--- config.mk ---
export PLATFORM = sky130hd
export DESIGN_NAME = pwm_timer
export DESIGN_NICKNAME = d
export VERILOG_FILES = /design/src/rtl/pwmt_pkg.sv /design/src/rtl/pwmt_prescaler.sv /design/src/rtl/pwmt_match_bank.sv /design/src/rtl/pwmt_counter.sv /design/src/rtl/pwmt_outputs.sv /design/src/rtl/pwm_timer.sv
export SDC_FILE = /design/constraint.sdc
export NUM_CORES = 1
export LEC_CHECK = 0
export BUFFER_PORTS_ARGS = -buffer_cell sky130_fd_sc_hd__buf_2
export CAP_MARGIN = 20
export CORE_MARGIN = 2
export CORE_UTILIZATION = 60
export DETAILED_ROUTE_END_ITERATION = 6
export PLACE_DENSITY_LB_ADDON = 0.25
export SYNTH_ARGS = -nofsm -noshare
export SYNTH_HDL_FRONTEND = slang
export SYNTH_HIERARCHICAL = 1
export SYNTH_SLANG_ARGS = --single-unit
--- constraint.sdc ---
create_clock -name clk -period 12.5 [get_ports clk]
set_input_delay 3.75 -clock clk [delete_from_list [all_inputs] [get_ports clk]]
set_output_delay 3.75 -clock clk [all_outputs]
set_load 0.05 [all_outputs]
--- src/rtl/pwmt_pkg.sv ---
package pwmt_pkg;
    localparam int DATA_W = 32;
    localparam int ADDR_W = 4;

    localparam logic [ADDR_W-1:0] A_CTRL  = 4'd0;
    localparam logic [ADDR_W-1:0] A_PRESC = 4'd1;
    localparam logic [ADDR_W-1:0] A_COUNT = 4'd2;
    localparam logic [ADDR_W-1:0] A_FLAGS = 4'd3;
    localparam logic [ADDR_W-1:0] A_MCTL  = 4'd4;
    localparam logic [ADDR_W-1:0] A_REL   = 4'd5;

    // control word layout, LSB first: run, hold, pwm_mode
    typedef struct packed {
        logic pwm_mode;
        logic hold;
        logic run;
    } ctrl_t;

    // compare slots live at 8 + index
    function automatic logic slot_valid(input logic [ADDR_W-1:0] a, input int n);
        return a[3] && (int'(a[2:0]) < n);
    endfunction
endpackage

--- src/rtl/pwmt_prescaler.sv ---
module pwmt_prescaler #(
    parameter int PRE_W = 32
) (
    input  logic             clk,
    input  logic             rst,
    input  logic             enable,
    input  logic             clear,
    input  logic [PRE_W-1:0] limit,
    output logic             tick
);
    logic [PRE_W-1:0] phase_q;
    logic             at_end;

    assign at_end = (phase_q >= limit);
    assign tick   = enable && at_end;

    always_ff @(posedge clk) begin
        if (rst || clear) begin
            phase_q <= '0;
        end else if (enable) begin
            phase_q <= at_end ? '0 : phase_q + PRE_W'(1);
        end
    end
endmodule

--- src/rtl/pwmt_match_bank.sv ---
module pwmt_match_bank #(
    parameter int CNT_W     = 32,
    parameter int NUM_MATCH = 4,
    localparam int IDX_W    = (NUM_MATCH > 1) ? $clog2(NUM_MATCH) : 1
) (
    input  logic                                clk,
    input  logic                                rst,
    input  logic                                wr_en,
    input  logic [IDX_W-1:0]                    wr_idx,
    input  logic [CNT_W-1:0]                    wr_data,
    input  logic                                shadow_mode,
    input  logic [NUM_MATCH-1:0]                rel_set,
    input  logic                                apply,
    output logic [NUM_MATCH-1:0][CNT_W-1:0]     active,
    output logic [NUM_MATCH-1:0][CNT_W-1:0]     next_active,
    output logic [NUM_MATCH-1:0]                pending
);
    logic [CNT_W-1:0]     shadow_q [NUM_MATCH];
    logic [CNT_W-1:0]     active_q [NUM_MATCH];
    logic [NUM_MATCH-1:0] pend_q;

    for (genvar i = 0; i < NUM_MATCH; i++) begin : g_slot
        logic hit_wr, direct, release_now, load_act;
        logic [CNT_W-1:0] act_src;

        assign hit_wr      = wr_en && (wr_idx == IDX_W'(i));
        assign direct      = hit_wr && !shadow_mode;
        assign release_now = apply && pend_q[i];
        assign load_act    = direct || release_now;
        assign act_src     = direct ? wr_data : shadow_q[i];

        always_ff @(posedge clk) begin
            if (rst) begin
                shadow_q[i] <= '0;
                active_q[i] <= '0;
            end else begin
                if (hit_wr)   shadow_q[i] <= wr_data;
                if (load_act) active_q[i] <= act_src;
            end
        end

        assign active[i]      = active_q[i];
        assign next_active[i] = release_now ? shadow_q[i] : active_q[i];
    end

    always_ff @(posedge clk) begin
        if (rst) begin
            pend_q <= '0;
        end else begin
            pend_q <= (pend_q & ~(apply ? pend_q : '0)) | rel_set;
        end
    end

    assign pending = pend_q;
endmodule

--- src/rtl/pwmt_counter.sv ---
module pwmt_counter #(
    parameter int CNT_W     = 32,
    parameter int NUM_MATCH = 4
) (
    input  logic                            clk,
    input  logic                            rst,
    input  logic                            tick,
    input  logic                            hold,
    input  logic                            pwm_mode,
    input  logic [NUM_MATCH-1:0][CNT_W-1:0] active,
    input  logic [NUM_MATCH-1:0]            reset_sel,
    input  logic [NUM_MATCH-1:0]            stop_sel,
    output logic [CNT_W-1:0]                count,
    output logic [NUM_MATCH-1:0]            hit,
    output logic                            wrap,
    output logic                            stop_req
);
    logic [CNT_W-1:0] count_q;

    for (genvar i = 0; i < NUM_MATCH; i++) begin : g_cmp
        assign hit[i] = tick && (count_q == active[i]);
    end

    assign wrap     = pwm_mode ? hit[0] : |(hit & reset_sel);
    assign stop_req = !pwm_mode && |(hit & stop_sel);

    always_ff @(posedge clk) begin
        if (rst || hold) begin
            count_q <= '0;
        end else if (wrap) begin
            count_q <= '0;
        end else if (tick) begin
            count_q <= count_q + CNT_W'(1);
        end
    end

    assign count = count_q;
endmodule

--- src/rtl/pwmt_outputs.sv ---
module pwmt_outputs #(
    parameter int CNT_W     = 32,
    parameter int NUM_MATCH = 4,
    localparam int NUM_OUT  = NUM_MATCH - 1
) (
    input  logic                            clk,
    input  logic                            rst,
    input  logic                            pwm_mode,
    input  logic                            tick,
    input  logic                            wrap,
    input  logic [CNT_W-1:0]                count,
    input  logic [NUM_MATCH-1:0][CNT_W-1:0] next_active,
    output logic [NUM_OUT-1:0]              pwm_out
);
    logic [CNT_W-1:0] count_inc;
    assign count_inc = count + CNT_W'(1);

    for (genvar k = 0; k < NUM_OUT; k++) begin : g_out
        logic level_q;
        always_ff @(posedge clk) begin
            if (rst || !pwm_mode) begin
                level_q <= 1'b0;
            end else if (wrap) begin
                level_q <= (next_active[k+1] != '0);
            end else if (tick && (count_inc == next_active[k+1])) begin
                level_q <= 1'b0;
            end
        end
        assign pwm_out[k] = level_q;
    end
endmodule

--- src/rtl/pwm_timer.sv ---
module pwm_timer
    import pwmt_pkg::*;
#(
    parameter int CNT_W     = 32,
    parameter int PRE_W     = 32,
    parameter int NUM_MATCH = 4,
    localparam int NUM_OUT  = NUM_MATCH - 1,
    localparam int IDX_W    = (NUM_MATCH > 1) ? $clog2(NUM_MATCH) : 1,
    localparam int MCTL_W   = 2 * NUM_MATCH
) (
    input  logic               clk,
    input  logic               rst,
    input  logic               reg_we,
    input  logic [3:0]         reg_addr,
    input  logic [31:0]        reg_wdata,
    output logic [31:0]        reg_rdata,
    output logic [NUM_OUT-1:0] pwm_out,
    output logic               irq
);
    ctrl_t                           ctrl_q, ctrl_d;
    logic [PRE_W-1:0]                presc_q;
    logic [MCTL_W-1:0]               mctl_q;
    logic [NUM_MATCH-1:0]            flags_q;

    logic                            pwm_mode, hold, run_en;
    logic                            wr_ctrl, wr_presc, wr_flags, wr_mctl, wr_rel, wr_match;
    logic                            tick, wrap, stop_req;
    logic [CNT_W-1:0]                count;
    logic [NUM_MATCH-1:0]            hit, reset_sel, stop_sel, pending, rel_set;
    logic [NUM_MATCH-1:0][CNT_W-1:0] active, next_active;
    logic [IDX_W-1:0]                slot_idx;

    assign pwm_mode = ctrl_q.pwm_mode;
    assign hold     = ctrl_q.hold;
    assign run_en   = ctrl_q.run && !ctrl_q.hold;

    assign wr_ctrl  = reg_we && (reg_addr == A_CTRL);
    assign wr_presc = reg_we && (reg_addr == A_PRESC);
    assign wr_flags = reg_we && (reg_addr == A_FLAGS);
    assign wr_mctl  = reg_we && (reg_addr == A_MCTL);
    assign wr_rel   = reg_we && (reg_addr == A_REL);
    assign wr_match = reg_we && slot_valid(reg_addr, NUM_MATCH);
    assign slot_idx = reg_addr[IDX_W-1:0];
    assign rel_set  = wr_rel ? reg_wdata[NUM_MATCH-1:0] : '0;

    for (genvar i = 0; i < NUM_MATCH; i++) begin : g_mctl
        assign reset_sel[i] = mctl_q[2*i];
        assign stop_sel[i]  = mctl_q[2*i+1];
    end

    always_comb begin
        ctrl_d = ctrl_q;
        if (wr_ctrl)  ctrl_d = ctrl_t'(reg_wdata[2:0]);
        if (stop_req) ctrl_d.run = 1'b0;
    end

    always_ff @(posedge clk) begin
        if (rst) begin
            ctrl_q  <= '0;
            presc_q <= '0;
            mctl_q  <= '0;
            flags_q <= '0;
        end else begin
            ctrl_q  <= ctrl_d;
            if (wr_presc) presc_q <= reg_wdata[PRE_W-1:0];
            if (wr_mctl)  mctl_q  <= reg_wdata[MCTL_W-1:0];
            flags_q <= (flags_q & ~(wr_flags ? reg_wdata[NUM_MATCH-1:0] : '0)) | hit;
        end
    end

    assign irq = |flags_q;

    pwmt_prescaler #(.PRE_W(PRE_W)) u_pre (
        .clk    (clk),
        .rst    (rst),
        .enable (run_en),
        .clear  (hold),
        .limit  (presc_q),
        .tick   (tick)
    );

    pwmt_match_bank #(.CNT_W(CNT_W), .NUM_MATCH(NUM_MATCH)) u_bank (
        .clk         (clk),
        .rst         (rst),
        .wr_en       (wr_match),
        .wr_idx      (slot_idx),
        .wr_data     (reg_wdata[CNT_W-1:0]),
        .shadow_mode (pwm_mode),
        .rel_set     (rel_set),
        .apply       (wrap && pwm_mode),
        .active      (active),
        .next_active (next_active),
        .pending     (pending)
    );

    pwmt_counter #(.CNT_W(CNT_W), .NUM_MATCH(NUM_MATCH)) u_cnt (
        .clk       (clk),
        .rst       (rst),
        .tick      (tick),
        .hold      (hold),
        .pwm_mode  (pwm_mode),
        .active    (active),
        .reset_sel (reset_sel),
        .stop_sel  (stop_sel),
        .count     (count),
        .hit       (hit),
        .wrap      (wrap),
        .stop_req  (stop_req)
    );

    pwmt_outputs #(.CNT_W(CNT_W), .NUM_MATCH(NUM_MATCH)) u_out (
        .clk         (clk),
        .rst         (rst),
        .pwm_mode    (pwm_mode),
        .tick        (tick),
        .wrap        (wrap),
        .count       (count),
        .next_active (next_active),
        .pwm_out     (pwm_out)
    );

    always_comb begin
        reg_rdata = '0;
        if (slot_valid(reg_addr, NUM_MATCH)) begin
            reg_rdata = DATA_W'(active[slot_idx]);
        end else begin
            case (reg_addr)
                A_CTRL:  reg_rdata = DATA_W'(ctrl_q);
                A_PRESC: reg_rdata = DATA_W'(presc_q);
                A_COUNT: reg_rdata = DATA_W'(count);
                A_FLAGS: reg_rdata = DATA_W'(flags_q);
                A_MCTL:  reg_rdata = DATA_W'(mctl_q);
                A_REL:   reg_rdata = DATA_W'(pending);
                default: reg_rdata = '0;
            endcase
        end
    end
endmodule

==> Word-level counts from Yosys, hierarchy flattened <==
Memories as Yosys holds them, arrays and structs flattened.
Cells that the tools add are included.
{ "word_totals": {"word_cells": 157, "n_memories": 2, "inputBits": 39, "out_inout_bits": 36, "ram_bits": 256, "ff_bits": 118} }
{ "memory_table": {"columns": ["name", "words", "word_bits", "rd", "rd_clocked_by_memory_dff", "wr", "line", "source"], "rows": [
  ["u_bank.active_q", 4, 32, 4, 0, 4, "pwmt_match_bank.sv:19", "logic [CNT_W-1:0] active_q [NUM_MATCH];"],
  ["u_bank.shadow_q", 4, 32, 4, 0, 4, "pwmt_match_bank.sv:18", "logic [CNT_W-1:0] shadow_q [NUM_MATCH];"]
]} }
{ "classes": {"eq_ne": 15, "mux": 56, "reduce_logical": 51, "order_cmp": 3, "addsub": 2, "bitwise_logic": 16} }
{ "op_table": {"columns": ["cell", "count"], "rows": [
  ["2-to-1 mux 32 bit", 18],
  ["equality test 32 bit", 7],
  ["one-hot mux 32 bit (6 select lines)", 1],
  ["nonzero test 32 bit", 3],
  ["adder 32 x 1 -> 32 bit (second input constant)", 2],
  ["binary-select mux 32 bit (select 2 bit)", 1],
  ["2-to-1 mux 1 bit", 33],
  ["greater-or-equal comparator 32 bit", 1],
  ["logical AND 1 bit", 30],
  ["bitwise AND 4 bit", 4],
  ["2-to-1 mux 4 bit", 3],
  ["OR reduction 4 bit", 3],
  ["equality test 4 x 2 -> 1 bit (second input constant)", 2],
  ["equality test 4 x 3 -> 1 bit (second input constant)", 2],
  ["NOT 4 bit", 2],
  ["bitwise OR 1 bit", 8],
  ["bitwise OR 4 bit", 2],
  ["logical OR 1 bit", 6],
  ["nonzero test 2 bit", 3],
  ["equality test 2 bit (second input constant)", 2],
  ["equality test 4 x 1 -> 1 bit (second input constant)", 1],
  ["zero test 4 bit", 1],
  ["OR reduction 2 bit", 2],
  ["less-than comparator 2 x 3 -> 1 bit (second input constant)", 1],
  ["other kinds (4)", 5]
]} }

==> Longest topological paths before layout <==
{ "depth": {"word_depth": 14, "depth_mapped": 27, "ltp_nobuf": 23} }

==> Cells and area by module <==
The synthesis kept the hierarchy.
{ "by_module_without_submodules": {"columns": ["module", "instances", "area_each_um2", "cells_per_inst"], "rows": [
  ["pwmt_match_bank", 1, 13300.3, 933],
  ["pwm_timer", 1, 3354.5, 373],
  ["pwmt_counter", 1, 3260.6, 402],
  ["pwmt_outputs", 1, 3135.5, 440],
  ["pwmt_prescaler", 1, 2327.2, 287]
]} }

==> Worst setup path after synthesis <==
Ideal clock, no wire load.
{ "synth_path": {"path_kind": "input -> output", "startpoint": "in reg_addr[0]", "endpoint": "out reg_rdata[1]", "path_buffers": 2, "stages": 6, "path_slack_ps": 3373, "t_arrival_ps": 5377, "cell_sequence": "buf_6 buf_6 nor3b_1 a22oi_1 and3_1 o221ai_1"} }
{ "synth_between": {"elab_chain_len": 3, "elab_cells_between_ends": 12, "cone_classes": "order compare: 1; eq/ne: 5; mux: 4; reduce/logical: 2"} }
{ "synth_rtl": {"columns": ["element", "line", "source"], "rows": [
  ["start, declared", "pwm_timer.sv:14", "input logic [3:0] reg_addr,"],
  ["equality test 4 x 3 -> 1 bit (tied with other cells)", "pwm_timer.sv:127", "case (reg_addr)"],
  ["one-hot mux 32 bit (6 select lines) (tied with other cells)", "pwm_timer.sv:127", null],
  ["2-to-1 mux 32 bit *", "pwm_timer.sv:124", "if (slot_valid(reg_addr, NUM_MATCH)) begin"],
  ["end, declared", "pwm_timer.sv:16", "output logic [31:0] reg_rdata,"]
]} }
Mark *: on every way between the ends. The rest lies on a longest branch, timed or not. The select of a mux whose other input is x is not followed.

==> Worst setup path in the final report <==
{ "layout_path": {"startpoint": "in reg_addr[0]", "endpoint": "out reg_rdata[21]"} }
Same word-level chain as after synthesis.

==> impl_metrics.py <==
metrics = {
    "timing": {
        "finalWorstSetupSlack_ns": 2.71,
        "finalHoldWorstSlack_ns": 0.474,
        "max_clock_freq_mhz": 102,
        "worst_clock_skew_ns": 0.0341,
        "final_period_minus_worst_setup_slack_ns": 9.79,
        "tightest_slew_ns": 1.14,
        "timing.final.max_slew_violations": 0,
        "timing.max_slew.rel_slack_pct": 21.7,
        "post-route-period-util_pct": 78.3,
        "rsz0062_at_grt": "false",
        "final.setup.tns_ns": 0,
        "setup-violations-final": 0,
        "timing_hold_violations_final": 0,
    },
    "clock_network": {
        "cts_hold_buffers": 0,
        "clock_tree.root_cell": "sky130_fd_sc_hd__clkbuf_16",
        "clock_path_buffers": 3,
        "clk_latency_ns": 0.59,
        "tritoncts_clock_tree": "built",
        "cts_setup_buffers": 0,
        "tritoncts_sinks": 374,
        "clkTransAtPathRegs_ns": 0.06,
        "cts_resized": 0,
        "cts_made_buffers": 40,
        "htreeDepth": 2,
    },
    "synthesis": {
        "net_count_after_synthesis": 2475,
        "synth_warnings": 6,
        "postSynthCellCount": 2401,
        "post_synth_instance_area_um2": 25000,
        "syn-mean-instance-area_um2": 10.4,
    },
    "floorplan": {
        "die-height_um": 208,
        "die_width_um": 208,
        "floorplan.initialDensity_pct": 61.0,
        "die_area_um2": 43300,
        "num_rows": 74,
        "placeableCoreArea_um2": 41000,
        "num_io_pins": 75,
    },
    "job": {
        "maxCapViolations": 0,
    },
    "worst_setup_path": {
        "worst-endpoint-required_ns": 8.75,
        "worstPathMaxFanout": 43,
        "crit_type": "primary input to output pin",
        "critical_path_arrival_ns": 6.04,
        "worst_setup_sp_type": "primary input",
        "worst_setup_path_end_kind": "output pin",
    },
    "route": {
        "postRouteWirelength_um": 101000,
        "routed_wire_length_per_instance_um": 34.4,
        "post_drt_via_cell_ratio": 7.30,
        "drt_iter0_drc": 3583,
        "route.detailed.drc": 0,
        "ant_nets": 0,
        "detail_route.first_pass.iterations": 7,
        "dr_vias": 21400,
    },
    "power": {
        "power_leakage_nw": 9.65,
        "max-vdd-ir-drop_mv": 0.177,
        "power-per-cell-area_nw_per_um2": 112,
        "fin_total_pwr_mw": 3.01,
    },
    "placement": {
        "gpl.final_weighted_congestion": 1.11,
        "detailedPlacementHpwl_um": 75500,
        "dp.cells": 2854,
        "portBuffers": 74,
        "placed_cell_area_um2": 25400,
        "post-place-ws_ns": 2.79,
    },
    "hold_path": {
        "min-delay-path-class": "flop to flop",
    },
    "status": {
        "outcome": "finished clean",
    },
    "final_layout": {
        "areaGrowthSynthToFinish_pct": 7.37,
        "layoutNonFillerInstCount": 2931,
        "antenna_cells": 0,
        "nFillCells": 3201,
        "fin_area_um2": 26900,
        "finalNetCount": 2441,
        "post_route_cells_drive_above_1_share_pct": 15.5,
        "final_core_util_pct": 65.5,
    },
    "global_route": {
        "grt_pass1_wl_um": 143000,
        "grt_max_degree": 79,
        "antenna_found_initial": 4,
        "grt_overflow": 0,
        "grt_use_total_pct": 45.7,
        "first_global_vias": 20100,
    },
}
-- flip-flops by register name, summed over array words and instances (netlist names) --
| signal | flops |
|---|---|
| u_bank/shadow_q | 128 |
| u_out/g_out.level_q | 3 |
| u_bank/active_q | 128 |
| mctl_q | 8 |
| u_pre/phase_q | 32 |
| ctrl_q | 1 |
| flags_q | 4 |
| hold | 1 |
| u_cnt/count | 32 |
| pwm_mode | 1 |
| presc_q | 32 |
| u_bank/pending | 4 |
-- cell type report --
class / instances / area (um2) / area share, %
timing repair buffer: 123 / 796 / 2.96
tap: 532 / 666 / 2.48
multi-input combinational: 1743 / 13600 / 50.8
clock buffer: 55 / 1210 / 4.52
sequential: 374 / 10000 / 37.4
inverter: 85 / 319 / 1.19
clock inverter: 19 / 161 / 0.601
-- layout by cell type, fill, tap and decap left out, types with 81 or more instances in the layout --
cell type / instances
sky130_fd_sc_hd__and2_1: 136
sky130_fd_sc_hd__dfxtp_1: 118
sky130_fd_sc_hd__edfxtp_1: 256
sky130_fd_sc_hd__inv_1: 85
sky130_fd_sc_hd__mux2_2: 104
sky130_fd_sc_hd__mux2i_1: 154
sky130_fd_sc_hd__nand2_1: 132
sky130_fd_sc_hd__nand4b_1: 130
sky130_fd_sc_hd__nor3_1: 81
sky130_fd_sc_hd__xnor2_1: 193
sky130_fd_sc_hd__xor2_1: 87
-- where the power goes --
part | switching [mW] | leakage (nW) | total [mW] | internal [mW]
clock | 0.518 | 0.681 | 1.24 | 0.723
sequential | 0.0840 | 3.41 | 1.46 | 1.38
combinational | 0.202 | 5.56 | 0.310 | 0.108
-- routing by layer --
| metal | share of wire (%) | global-route usage, % | routed length (um) |
|---|---|---|---|
| met1 | 38 | 61.9 | 38500 |
| met2 | 41 | 65.1 | 41600 |
| met3 | 16 | 18.3 | 15800 |
| met4 | 4.8 | 18.6 | 4830 |
| met5 | 0.013 | 0 | 13 |
-- path summary, 6_finish.rpt --
check                                              start                             endpoint  slack, ns  cells past startpoint
worst max-delay path                         reg_addr[0]                        reg_rdata[21]       2.71                      6
worst min-delay path            presc_q[22]$_SDFFE_PP0P_             presc_q[22]$_SDFFE_PP0P_       0.47                      2
worst max register to register  presc_q[27]$_SDFFE_PP0P_  u_out/g_out[2].level_q$_SDFFE_PP0P_       3.68                     22
worst min register to register  presc_q[22]$_SDFFE_PP0P_             presc_q[22]$_SDFFE_PP0P_       0.47                      2
-- critical path: stages --
cell and delay, ns:
sky130_fd_sc_hd__buf_4 0.32, sky130_fd_sc_hd__buf_4 0.65, sky130_fd_sc_hd__mux4_2 0.60, sky130_fd_sc_hd__a222oi_1 0.35, sky130_fd_sc_hd__inv_1 0.07, sky130_fd_sc_hd__buf_2 0.22
Power figures use the tool's default switching activity.
